$ cat src/rtl/trapcmp_pkg.sv
// Shared definitions for the conditional trap compare unit.
// The packed relation struct lists fields in the same order as the
// condition mask bits (MSB signed-less ... LSB unsigned-greater), so a
// relation vector can be ANDed with the mask bit for bit.
package trapcmp_pkg;
    localparam int MASK_W  = 5;
    localparam int CAUSE_W = 4;

    typedef struct packed {
        logic slt;   // mask bit 4
        logic sgt;   // mask bit 3
        logic eq;    // mask bit 2
        logic ult;   // mask bit 1
        logic ugt;   // mask bit 0
    } rel_t;
endpackage

$ cat src/rtl/tc_operand_prep.sv
// Operand preparation: forms the signed-view and unsigned-view operands.
// In narrow mode the low WLEN bits are sign-extended (signed view) or
// zero-extended (unsigned view) to XLEN, so the upper bits cannot affect
// any relation. Assumes XLEN >= WLEN.
module tc_operand_prep #(
    parameter int XLEN = 64,
    parameter int WLEN = 32
) (
    input  logic            wide_sel,
    input  logic [XLEN-1:0] a_in,
    input  logic [XLEN-1:0] b_in,
    output logic [XLEN-1:0] a_sv,
    output logic [XLEN-1:0] b_sv,
    output logic [XLEN-1:0] a_uv,
    output logic [XLEN-1:0] b_uv
);
    localparam int EXT_W = XLEN - WLEN;

    generate
        if (EXT_W > 0) begin : g_ext
            logic [XLEN-1:0] a_sx, b_sx, a_zx, b_zx;
            // Extend the narrow operands both ways
            always_comb begin
                a_sx = {{EXT_W{a_in[WLEN-1]}}, a_in[WLEN-1:0]};
                b_sx = {{EXT_W{b_in[WLEN-1]}}, b_in[WLEN-1:0]};
                a_zx = {{EXT_W{1'b0}}, a_in[WLEN-1:0]};
                b_zx = {{EXT_W{1'b0}}, b_in[WLEN-1:0]};
            end
            // Select full-width or narrow-extended views
            always_comb begin
                a_sv = wide_sel ? a_in : a_sx;
                b_sv = wide_sel ? b_in : b_sx;
                a_uv = wide_sel ? a_in : a_zx;
                b_uv = wide_sel ? b_in : b_zx;
            end
        end else begin : g_same
            // Widths equal: both modes see the whole operand
            always_comb begin
                a_sv = a_in;
                b_sv = b_in;
                a_uv = a_in;
                b_uv = b_in;
            end
        end
    endgenerate
endmodule

$ cat src/rtl/tc_relations.sv
// Relation evaluator: computes signed and unsigned orderings and equality
// in parallel. Equality is taken on the unsigned view; both views agree on
// equality, since extension preserves it.
module tc_relations
    import trapcmp_pkg::*;
#(
    parameter int XLEN = 64
) (
    input  logic [XLEN-1:0] a_sv,
    input  logic [XLEN-1:0] b_sv,
    input  logic [XLEN-1:0] a_uv,
    input  logic [XLEN-1:0] b_uv,
    output rel_t            rel
);
    // Evaluate all five relations concurrently
    always_comb begin
        rel.slt = $signed(a_sv) < $signed(b_sv);
        rel.sgt = $signed(a_sv) > $signed(b_sv);
        rel.eq  = a_uv == b_uv;
        rel.ult = a_uv < b_uv;
        rel.ugt = a_uv > b_uv;
    end
endmodule

$ cat src/rtl/tc_mask_merge.sv
// Mask merge: gates each relation with its mask bit and ORs the results.
// Assumes the rel_t field order matches the mask bit order.
module tc_mask_merge
    import trapcmp_pkg::*;
(
    input  rel_t              rel,
    input  logic [MASK_W-1:0] mask,
    output logic              hit
);
    logic [MASK_W-1:0] rel_bits;
    logic [MASK_W-1:0] gated;

    assign rel_bits = rel;

    generate
        for (genvar i = 0; i < MASK_W; i++) begin : g_gate
            // Enable one relation by its mask bit
            assign gated[i] = rel_bits[i] & mask[i];
        end
    endgenerate

    // Any enabled relation that holds raises the hit
    assign hit = |gated;
endmodule

$ cat src/rtl/trap_cond_unit.sv
// Conditional trap compare unit (top). Combinational compare of two
// operands under a five-bit relation mask, registered into a one-cycle
// result strobe with trap request and fixed sub-cause code.
// Assumes inputs are stable around the rising edge of clk; reset is
// synchronous and active low.
module trap_cond_unit
    import trapcmp_pkg::*;
#(
    parameter int                  XLEN       = 64,
    parameter int                  WLEN       = 32,
    parameter logic [CAUSE_W-1:0]  TRAP_CAUSE = 4'h4
) (
    input  logic               clk,
    input  logic               rst_n,
    input  logic               in_valid,
    input  logic               dword_mode,
    input  logic [XLEN-1:0]    op_a,
    input  logic [XLEN-1:0]    op_b,
    input  logic [MASK_W-1:0]  cond_mask,
    output logic               out_valid,
    output logic               trap_req,
    output logic [CAUSE_W-1:0] trap_cause
);
    logic [XLEN-1:0] a_sv, b_sv, a_uv, b_uv;
    rel_t            rel;
    logic            hit;
    logic            fire;

    tc_operand_prep #(.XLEN(XLEN), .WLEN(WLEN)) u_prep (
        .wide_sel (dword_mode),
        .a_in     (op_a),
        .b_in     (op_b),
        .a_sv     (a_sv),
        .b_sv     (b_sv),
        .a_uv     (a_uv),
        .b_uv     (b_uv)
    );

    tc_relations #(.XLEN(XLEN)) u_rel (
        .a_sv (a_sv),
        .b_sv (b_sv),
        .a_uv (a_uv),
        .b_uv (b_uv),
        .rel  (rel)
    );

    tc_mask_merge u_merge (
        .rel  (rel),
        .mask (cond_mask),
        .hit  (hit)
    );

    // A trap is only requested for a valid input
    assign fire = in_valid & hit;

    // Register the strobe, request and sub-cause
    always_ff @(posedge clk) begin
        if (!rst_n) begin
            out_valid  <= 1'b0;
            trap_req   <= 1'b0;
            trap_cause <= '0;
        end else begin
            out_valid  <= in_valid;
            trap_req   <= fire;
            trap_cause <= fire ? TRAP_CAUSE : '0;
        end
    end
endmodule

$ cat config.mk
export PLATFORM = sky130hd
export DESIGN_NAME = trap_cond_unit
export DESIGN_NICKNAME = d
export VERILOG_FILES = /design/src/rtl/trapcmp_pkg.sv /design/src/rtl/tc_operand_prep.sv /design/src/rtl/tc_relations.sv /design/src/rtl/tc_mask_merge.sv /design/src/rtl/trap_cond_unit.sv
export SDC_FILE = /design/constraint.sdc
export NUM_CORES = 1
export LEC_CHECK = 0
export BUFFER_PORTS_ARGS = -buffer_cell sky130_fd_sc_hd__buf_2
export CAP_MARGIN = 25
export CORE_ASPECT_RATIO = 0.9
export CORE_UTILIZATION = 57
export CTS_CLUSTER_DIAMETER = 200
export DETAILED_ROUTE_END_ITERATION = 10
export PLACE_DENSITY = 0.94
export SKIP_CTS_REPAIR_TIMING = 1
export SYNTH_ARGS = -nofsm -noshare
export SYNTH_HDL_FRONTEND = slang
export SYNTH_HIERARCHICAL = 1
export SYNTH_SLANG_ARGS = --single-unit
$ cat constraint.sdc
create_clock -name clk -period 4.25 [get_ports clk]
set_input_delay 0.85 -clock clk [delete_from_list [all_inputs] [get_ports clk]]
set_output_delay 0.85 -clock clk [all_outputs]
set_load 0.01 [all_outputs]
==> results of run 1 <==
-- registers in the layout (all words and copies together) (netlist names) --
| signal | flops |
|---|---|
| out_valid | 1 |
| trap_cause | 1 |
-- layout make-up --
cell class	count	area, um2	area share
Timing Repair Buffer	148	791	0.138
Inverter	132	495	0.0865
Clock buffer	3	75.1	0.0131
Sequential cell	2	40.0	0.00699
Multi-Input combinational cell	476	4170	0.728
Tap cell	126	158	0.0275
-- placed cells by master, fill, tap and decap left out, types with 3 or more instances in the layout --
master / n
sky130_fd_sc_hd__nand3_1: 11
sky130_fd_sc_hd__buf_4: 8
sky130_fd_sc_hd__a22oi_1: 3
sky130_fd_sc_hd__o21ai_0: 18
sky130_fd_sc_hd__nor4_1: 6
sky130_fd_sc_hd__conb_1: 3
sky130_fd_sc_hd__mux2_4: 56
sky130_fd_sc_hd__buf_2: 138
sky130_fd_sc_hd__nor2_1: 18
sky130_fd_sc_hd__a21oi_1: 50
sky130_fd_sc_hd__nand2_1: 33
sky130_fd_sc_hd__and2_1: 65
sky130_fd_sc_hd__nor3_1: 6
sky130_fd_sc_hd__inv_1: 132
sky130_fd_sc_hd__ha_1: 128
sky130_fd_sc_hd__nand4_1: 25
sky130_fd_sc_hd__mux2_2: 8
sky130_fd_sc_hd__a21o_1: 12
sky130_fd_sc_hd__clkbuf_16: 3
-- cells in the mapped netlist, drive strengths merged --
cell type / number / area share
and3: 2 / 0.0022
xor2: 1 / 0.0015
nor2: 18 / 0.012
mux2i: 1 / 0.0017
a21o: 12 / 0.015
o21ai: 18 / 0.015
ha: 128 / 0.28
a31oi: 2 / 0.0022
nor4: 7 / 0.0086
a21boi: 2 / 0.0026
nand4: 27 / 0.031
buf: 142 / 0.19
o211a: 1 / 0.0017
dfxtp: 2 / 0.0069
clkbuf: 10 / 0.0065
mux2: 64 / 0.16
a22oi: 3 / 0.0039
a221o: 1 / 0.0017
a2111oi: 1 / 0.0015
or2: 1 / 0.0011
a222oi: 2 / 0.0034
a211oi: 2 / 0.0026
o311a: 2 / 0.0034
nand4b: 1 / 0.0015
o31ai: 1 / 0.0013
and2: 65 / 0.070
a21oi: 50 / 0.043
nor3: 8 / 0.0086
inv: 132 / 0.085
nand2: 33 / 0.021
nor2b: 2 / 0.0022
a31o: 1 / 0.0015
conb: 1 / 0.00064
nand2b: 1 / 0.0011
or3: 1 / 0.0011
nand3: 13 / 0.013
o21a: 1 / 0.0013
a221oi: 1 / 0.0015
-- routing by layer --
layer	GRT usage	vias to the layer above	routed length [um]
met5	0	-	0
met4	0.0478	0	183
met3	0.0180	18	572
met2	0.398	132	5490
met1	0.276	2073	5330
li1	-	2422	-
-- cell families (layout without fill, tap and decap cells) --
logic type      Yosys count  count (layout)  share of synthesized area
xor+xnor                  1               1                    0.00151
other cells               1               3                   0.000645
buf+inv                 284             283                      0.278
compound gates          100             100                      0.103
flops                     2               2                    0.00688
fa+ha+maj               128             128                      0.275
simple gates            179             179                      0.173
mux                      65              65                      0.162
-- power by group through the flow --
stage	sequential [mW]	clock (mW)	combinational, mW
after floorplan	0.0219	0	0.474
after global placement	0.0211	0	0.534
after detailed placement	0.0211	0	0.553
after CTS	0.0211	0.141	0.559
after global routing	0.0212	0.143	0.637
final	0.0210	0.140	0.559
-- critical path, cell delays in order --
cell and delay (ns):
sky130_fd_sc_hd__buf_4 0.42, sky130_fd_sc_hd__buf_12 0.25, sky130_fd_sc_hd__mux2_4 0.31, sky130_fd_sc_hd__ha_1 0.27, sky130_fd_sc_hd__nand4_1 0.17, sky130_fd_sc_hd__nor4_1 0.59
sky130_fd_sc_hd__o311a_1 0.29, sky130_fd_sc_hd__o31ai_1 0.10, sky130_fd_sc_hd__nand3_2 0.13, sky130_fd_sc_hd__mux2i_1 0.08, sky130_fd_sc_hd__a222oi_1 0.33, sky130_fd_sc_hd__nand2_1 0.07
sky130_fd_sc_hd__and3_1 0.15
-- path summary, 6_finish.rpt --
| check | startpoint | to | cells after the start |
|---|---|---|---|
| setup / recovery | dword_mode | trap_cause[2] | 13 |
| hold / removal | in_valid | out_valid | 2 |
-- through the flow --
stage                     hold WS, ns  std cells  utilization  cell area, um2  power, mW
final                           0.887        887        0.585            5730      0.720
after global routing            0.887        887        0.585            5730      0.801
after CTS                       0.885        887        0.585            5730      0.720
after detailed placement         1.08        884        0.577            5650      0.574
after global placement           1.08        884        0.577            5650      0.556
after floorplan                 0.972        762            -            5820      0.496
==> run summary, run 1 <==
The number of sinks on the clock net was 2. After global routing the overflow that remains totals 0. Final routed DRC violation total: 0.

Setup violations remaining at the end of the flow were counted as 0. The worst setup slack after placement was 0.199 ns; the I/O pin count was 143. The synthesized cell area was 5820 um2; the final hold violation count was 0. The arrival time of the worst setup path is 4.04 ns. The horizontal die dimension came out at 108 um.

TritonCTS built the clock tree. The flip-flop and latch count after synthesis is 2. The peak fanout along the critical path was 40; the average vias per placed instance was 5.24.

The logs give 4583 for the number of global-route vias before repair and 0 for the number of antenna violations at the first check in global routing. In this run the vertical extent of the chip is 97.8 um. The post-detailed-route wirelength per cell was 13.0 um; the part of the Yosys area used for sequential elements was 0.00688. The run gives 0.219 as the global router's overall resource usage. The filler cell count in the final layout came out at 888. Adding up every negative setup slack in the final design gives 0 ns. The flow ran to the end, and the final reports show no timing, DRC or antenna violations.

The fraction of final layout cells with drive strength greater than 1 was 0.293. For the fraction of power consumed by sequential logic, the log shows 0.029. For the pin with the worst max-slew slack, the measured transition is 0.659 ns. For the worst setup margin, the log shows 0.317 ns. The run gives 0 as the number of max-slew violations in the final report.

The number of CTS-inserted buffers was 3; the mean area per synthesized cell was 7.65 um2. The number of DRC violations after detailed-routing iteration 0 is 231. The proportion of total power due to net switching is 0.415, and the largest net degree at the start of global routing is 41. The logs give 2 for the maximum clock path buffer count and 9780 um2 for the placeable core region.

The share of total power in the clock network is 0.194. The startpoint type of the worst setup path was a primary input. Clock-pin slew was measured on the worst setup and hold paths at 0.03 ns. The detail route stage leaves a number of antenna-violating nets equal to 0. The cell sitting at the root of the clock tree is a sky130_fd_sc_hd__clkbuf_16. Endpoint kind of the worst setup timing path: a flip-flop.

The number of inserted diodes is 0. Synthesis handed over a netlist of 760 instances. The required time of the critical path is 4.36 ns, and the relative max-transition margin is 0.560.

By startpoint and endpoint, the worst setup path is classified as in2reg. IR analysis of the VDD net gives a maximum drop of 0.214 mV. The congestion estimate from routability-driven global placement came to 0.868. The placement row count is 34, and the area growth from synthesis to final layout is -1.57%.

The count of different cell masters after synthesis was 45. Internal portion of total power: 0.422 mW. For this design the ratio of total power to cell area is 126 nW/um2. The switching power of the nets was 0.299 mW.

The final critical path time including I/O delays and setup was 3.93 ns; the combinational fraction of design power was 0.777. The count of input and output buffers was 139; the count of synthesis-stage warnings from yosys was 6. The tools report the final-stage net count as 1028. The tightest min-delay check is of the in2reg type.

The run gives 10600 um2 as the area of the die. Static timing analysis puts the maximum clock frequency at 254 MHz. The first-pass GRT wire length came out at 19400 um. For the level count of the clock H-tree, the log shows 1.

The first detailed-routing pass took 4 iterations. The initial core utilization was 0.595. The leakage power was 3.36 nW; the share of the clock period used by the worst path after layout was 0.925.

The run gives 0 as the number of max-cap violations. The HPWL after detailed placement is 10200 um. Summing over every cut layer, the via total after detailed routing is 4645. The tools report the sum of routed wire length over all layers as 11600 um. Setup repair after global routing left no endpoint under its margin.
Note: power is estimated with default switching activity, not from simulation.
==> run 2, diff against run 1 <==
--- a/config.mk
+++ b/config.mk
@@ -7,11 +7,13 @@
 export LEC_CHECK = 0
 export BUFFER_PORTS_ARGS = -buffer_cell sky130_fd_sc_hd__buf_2
 export CAP_MARGIN = 25
+export CELL_PAD_IN_SITES_DETAIL_PLACEMENT = 1
+export CELL_PAD_IN_SITES_GLOBAL_PLACEMENT = 1
 export CORE_ASPECT_RATIO = 0.9
-export CORE_UTILIZATION = 57
+export CORE_UTILIZATION = 41
 export CTS_CLUSTER_DIAMETER = 200
 export DETAILED_ROUTE_END_ITERATION = 10
-export PLACE_DENSITY = 0.94
+export PLACE_DENSITY = 0.84
 export SKIP_CTS_REPAIR_TIMING = 1
 export SYNTH_ARGS = -nofsm -noshare
 export SYNTH_HDL_FRONTEND = slang
==> run 2 against run 1 <==
Utilization down 16 points. Design area rose by 1.9%. Combinational power rose by 2%. Fmax increased by 3.8%. Setup slack gained 0.14 ns. Sequential share of layout area about the same. Largest cell class unchanged.
==> run summary, run 2 (synthesis results as in run 1) <==
The run finished with clean final reports. The peak fanout along the critical path is 42 (+5.0%). STA classifies the critical path endpoint as a flip-flop. The category of the most critical setup path is in2reg. The category of cells accounting for the largest share of critical-path delay was simple AND/OR/NAND/NOR gates.

The final critical path time including I/O delays and setup was 3.79 ns (-0.145 ns). The sum of routed wire length over all layers was 13400 um (+16%). Final hold violation count: 0 (unchanged).

The instance area at placement was 5760 um2 (+1.9%). The tools report the relative max-transition margin as 0.543 (-0.0177). The placement row count was 40 (+18%).

The startpoint type of the worst setup path was a primary input. The I/O pin count is 143 (unchanged). The share of the clock period used by the worst path after layout works out to 0.891 (-0.0340). Setup repair after global routing left no endpoint under its margin. The post-detailed-route wirelength per cell was 14.1 um (+8.0%); the final routed DRC violation total was 0 (unchanged). The placer congestion estimate was 0.833 (-4.1%); the area of the die was 14700 um2 (+38%). Highest cell delay on the worst timing path: 0.54 ns (-0.05 ns).

The run gives 4715 (+1.5%) as the via count. The run gives 0.184 (-0.0344) as the global router's overall resource usage. The critical path goes through buf_4, buf_4, mux2_4, ha_1, nand4_1, nor4_1, nand4_1, o21ai_0, mux2i_1, a222oi_1, nand2_1, and3_1. The required time of the critical path is 4.36 ns (about the same), and the worst hold slack is 0.860 ns (-0.0264 ns). The worst path buffer plus inverter count was 2 (unchanged). TritonCTS built the clock tree.

The number of DRC violations after detailed-routing iteration 0 came out at 87 (-62%). For the arrival time of the worst setup path, the log shows 3.90 ns (-0.14 ns). The largest registers in the layout are out_valid: 1 flops, trap_cause: 1 flops. Average vias per placed instance: 4.94 (-5.6%).

The master of the slowest instance on the critical path was sky130_fd_sc_hd__nor4_1. The path category of the worst min-delay check was in2reg. The tools report the final-stage net count as 1032 (+0.39%). In the layout the commonest cells are 138 x sky130_fd_sc_hd__buf_2, 132 x sky130_fd_sc_hd__inv_1, 128 x sky130_fd_sc_hd__ha_1. The logs give 1 (unchanged) for the level count of the clock H-tree and 22300 um (+15%) for the first-pass GRT wire length. The overall die height was 115 um (+18%).

The worst-margin pin slew works out to 0.686 ns (+0.0265 ns). Relative to the synthesized area, the layout overhead comes to 0.301%. The clock transition time at the flip-flop clock pins of the worst setup and hold paths came out at 0.03 ns (about the same). The tools report the final non-filler cell area as 5830 um2 (+1.9%). Total congestion overflow: 0 (unchanged). The run gives 4 (unchanged) as the detailed-router iteration count before antenna repair. The most common cell after layout, fill and taps aside was sky130_fd_sc_hd__buf_2. The logs give 3 (unchanged) for the number of CTS-inserted buffers and 0 (unchanged) for the number of antenna violations at the first check in global routing.

For the setup total negative slack, the log shows 0 ns (unchanged). The highest attainable clock frequency was 264 MHz (+3.8%); the horizontal die dimension was 128 um (+18%). The run gives 3.38 nW (+0.63%) as the leakage power. The count of input and output buffers was 139 (unchanged); the cell area power density was 126 nW/um2 (about the same). For the number of antenna-violating nets in the routed design, the log shows 0 (unchanged). The maximum clock path buffer count is 2 (unchanged), and the placeable core region is 13600 um2 (+39%).

The number of max-cap violations was 0 (unchanged); the initial core utilization was 0.427 (-0.167). The final HPWL from detailed placement is 12100 um (+19%), and the largest net degree at the start of global routing is 43 (+4.9%). The total setup violations reported at the end of the flow is 0 (unchanged). The number of global-route vias before repair is 4882 (+6.5%).

CTS placed an instance of sky130_fd_sc_hd__clkbuf_16 at the clock tree root. The number of sinks on the clock net was 2 (unchanged). The number of max-slew violations in the final report was 0 (unchanged). Peak ir drop on the vdd network: 0.118 mV (-45%).

The fraction of final layout cells with drive strength greater than 1 is 0.297 (+0.00370). Number of inserted diodes: 0 (unchanged).
-- run 2: changes by cell type in the layout (fill, tap and decap cells not counted) --
cell	before	now
sky130_fd_sc_hd__buf_4	8	12
-- run 2: cell type report --
type / count / area [um2]
sequential: 2 / 40.0
clock buffer: 3 / 75.1
tap: 189 / 236
timing repair buffer: 152 / 821
fill: 1769 / 7780
inverter: 132 / 495
multi-input combinational: 476 / 4170
-- run 2: final timing paths --
kind	from	to	slack [ns]	cells past startpoint
min	rst_n	out_valid	0.86	2
max	dword_mode	trap_cause[2]	0.46	12
-- run 2: metal layers --
metal | GRT usage | vias up | part of all wire
li1 | - | 2424 | -
met1 | 0.227 | 2187 | 0.47
met2 | 0.359 | 96 | 0.49
met3 | 0.0130 | 8 | 0.034
met4 | 0.0190 | 0 | 0.0076
met5 | 0 | - | 0
-- run 2: power breakdown --
group | leakage, nW | switching (mW) | internal (mW) | total, mW
sequential | 0.0166 | 0.000627 | 0.0204 | 0.0210
combinational | 3.32 | 0.287 | 0.284 | 0.571
clock | 0.0370 | 0.0216 | 0.120 | 0.141
-- run 2: through the flow --
step	setup WS, ns	power [mW]	utilization	std cells
after detailed placement	0.171	0.596	0.423	951
final	0.462	0.734	0.429	954
after floorplan	0.842	0.496	-	762
after CTS	0.408	0.743	0.429	954
after global placement	0.306	0.573	0.423	951
after global routing	0.0651	0.817	0.429	954
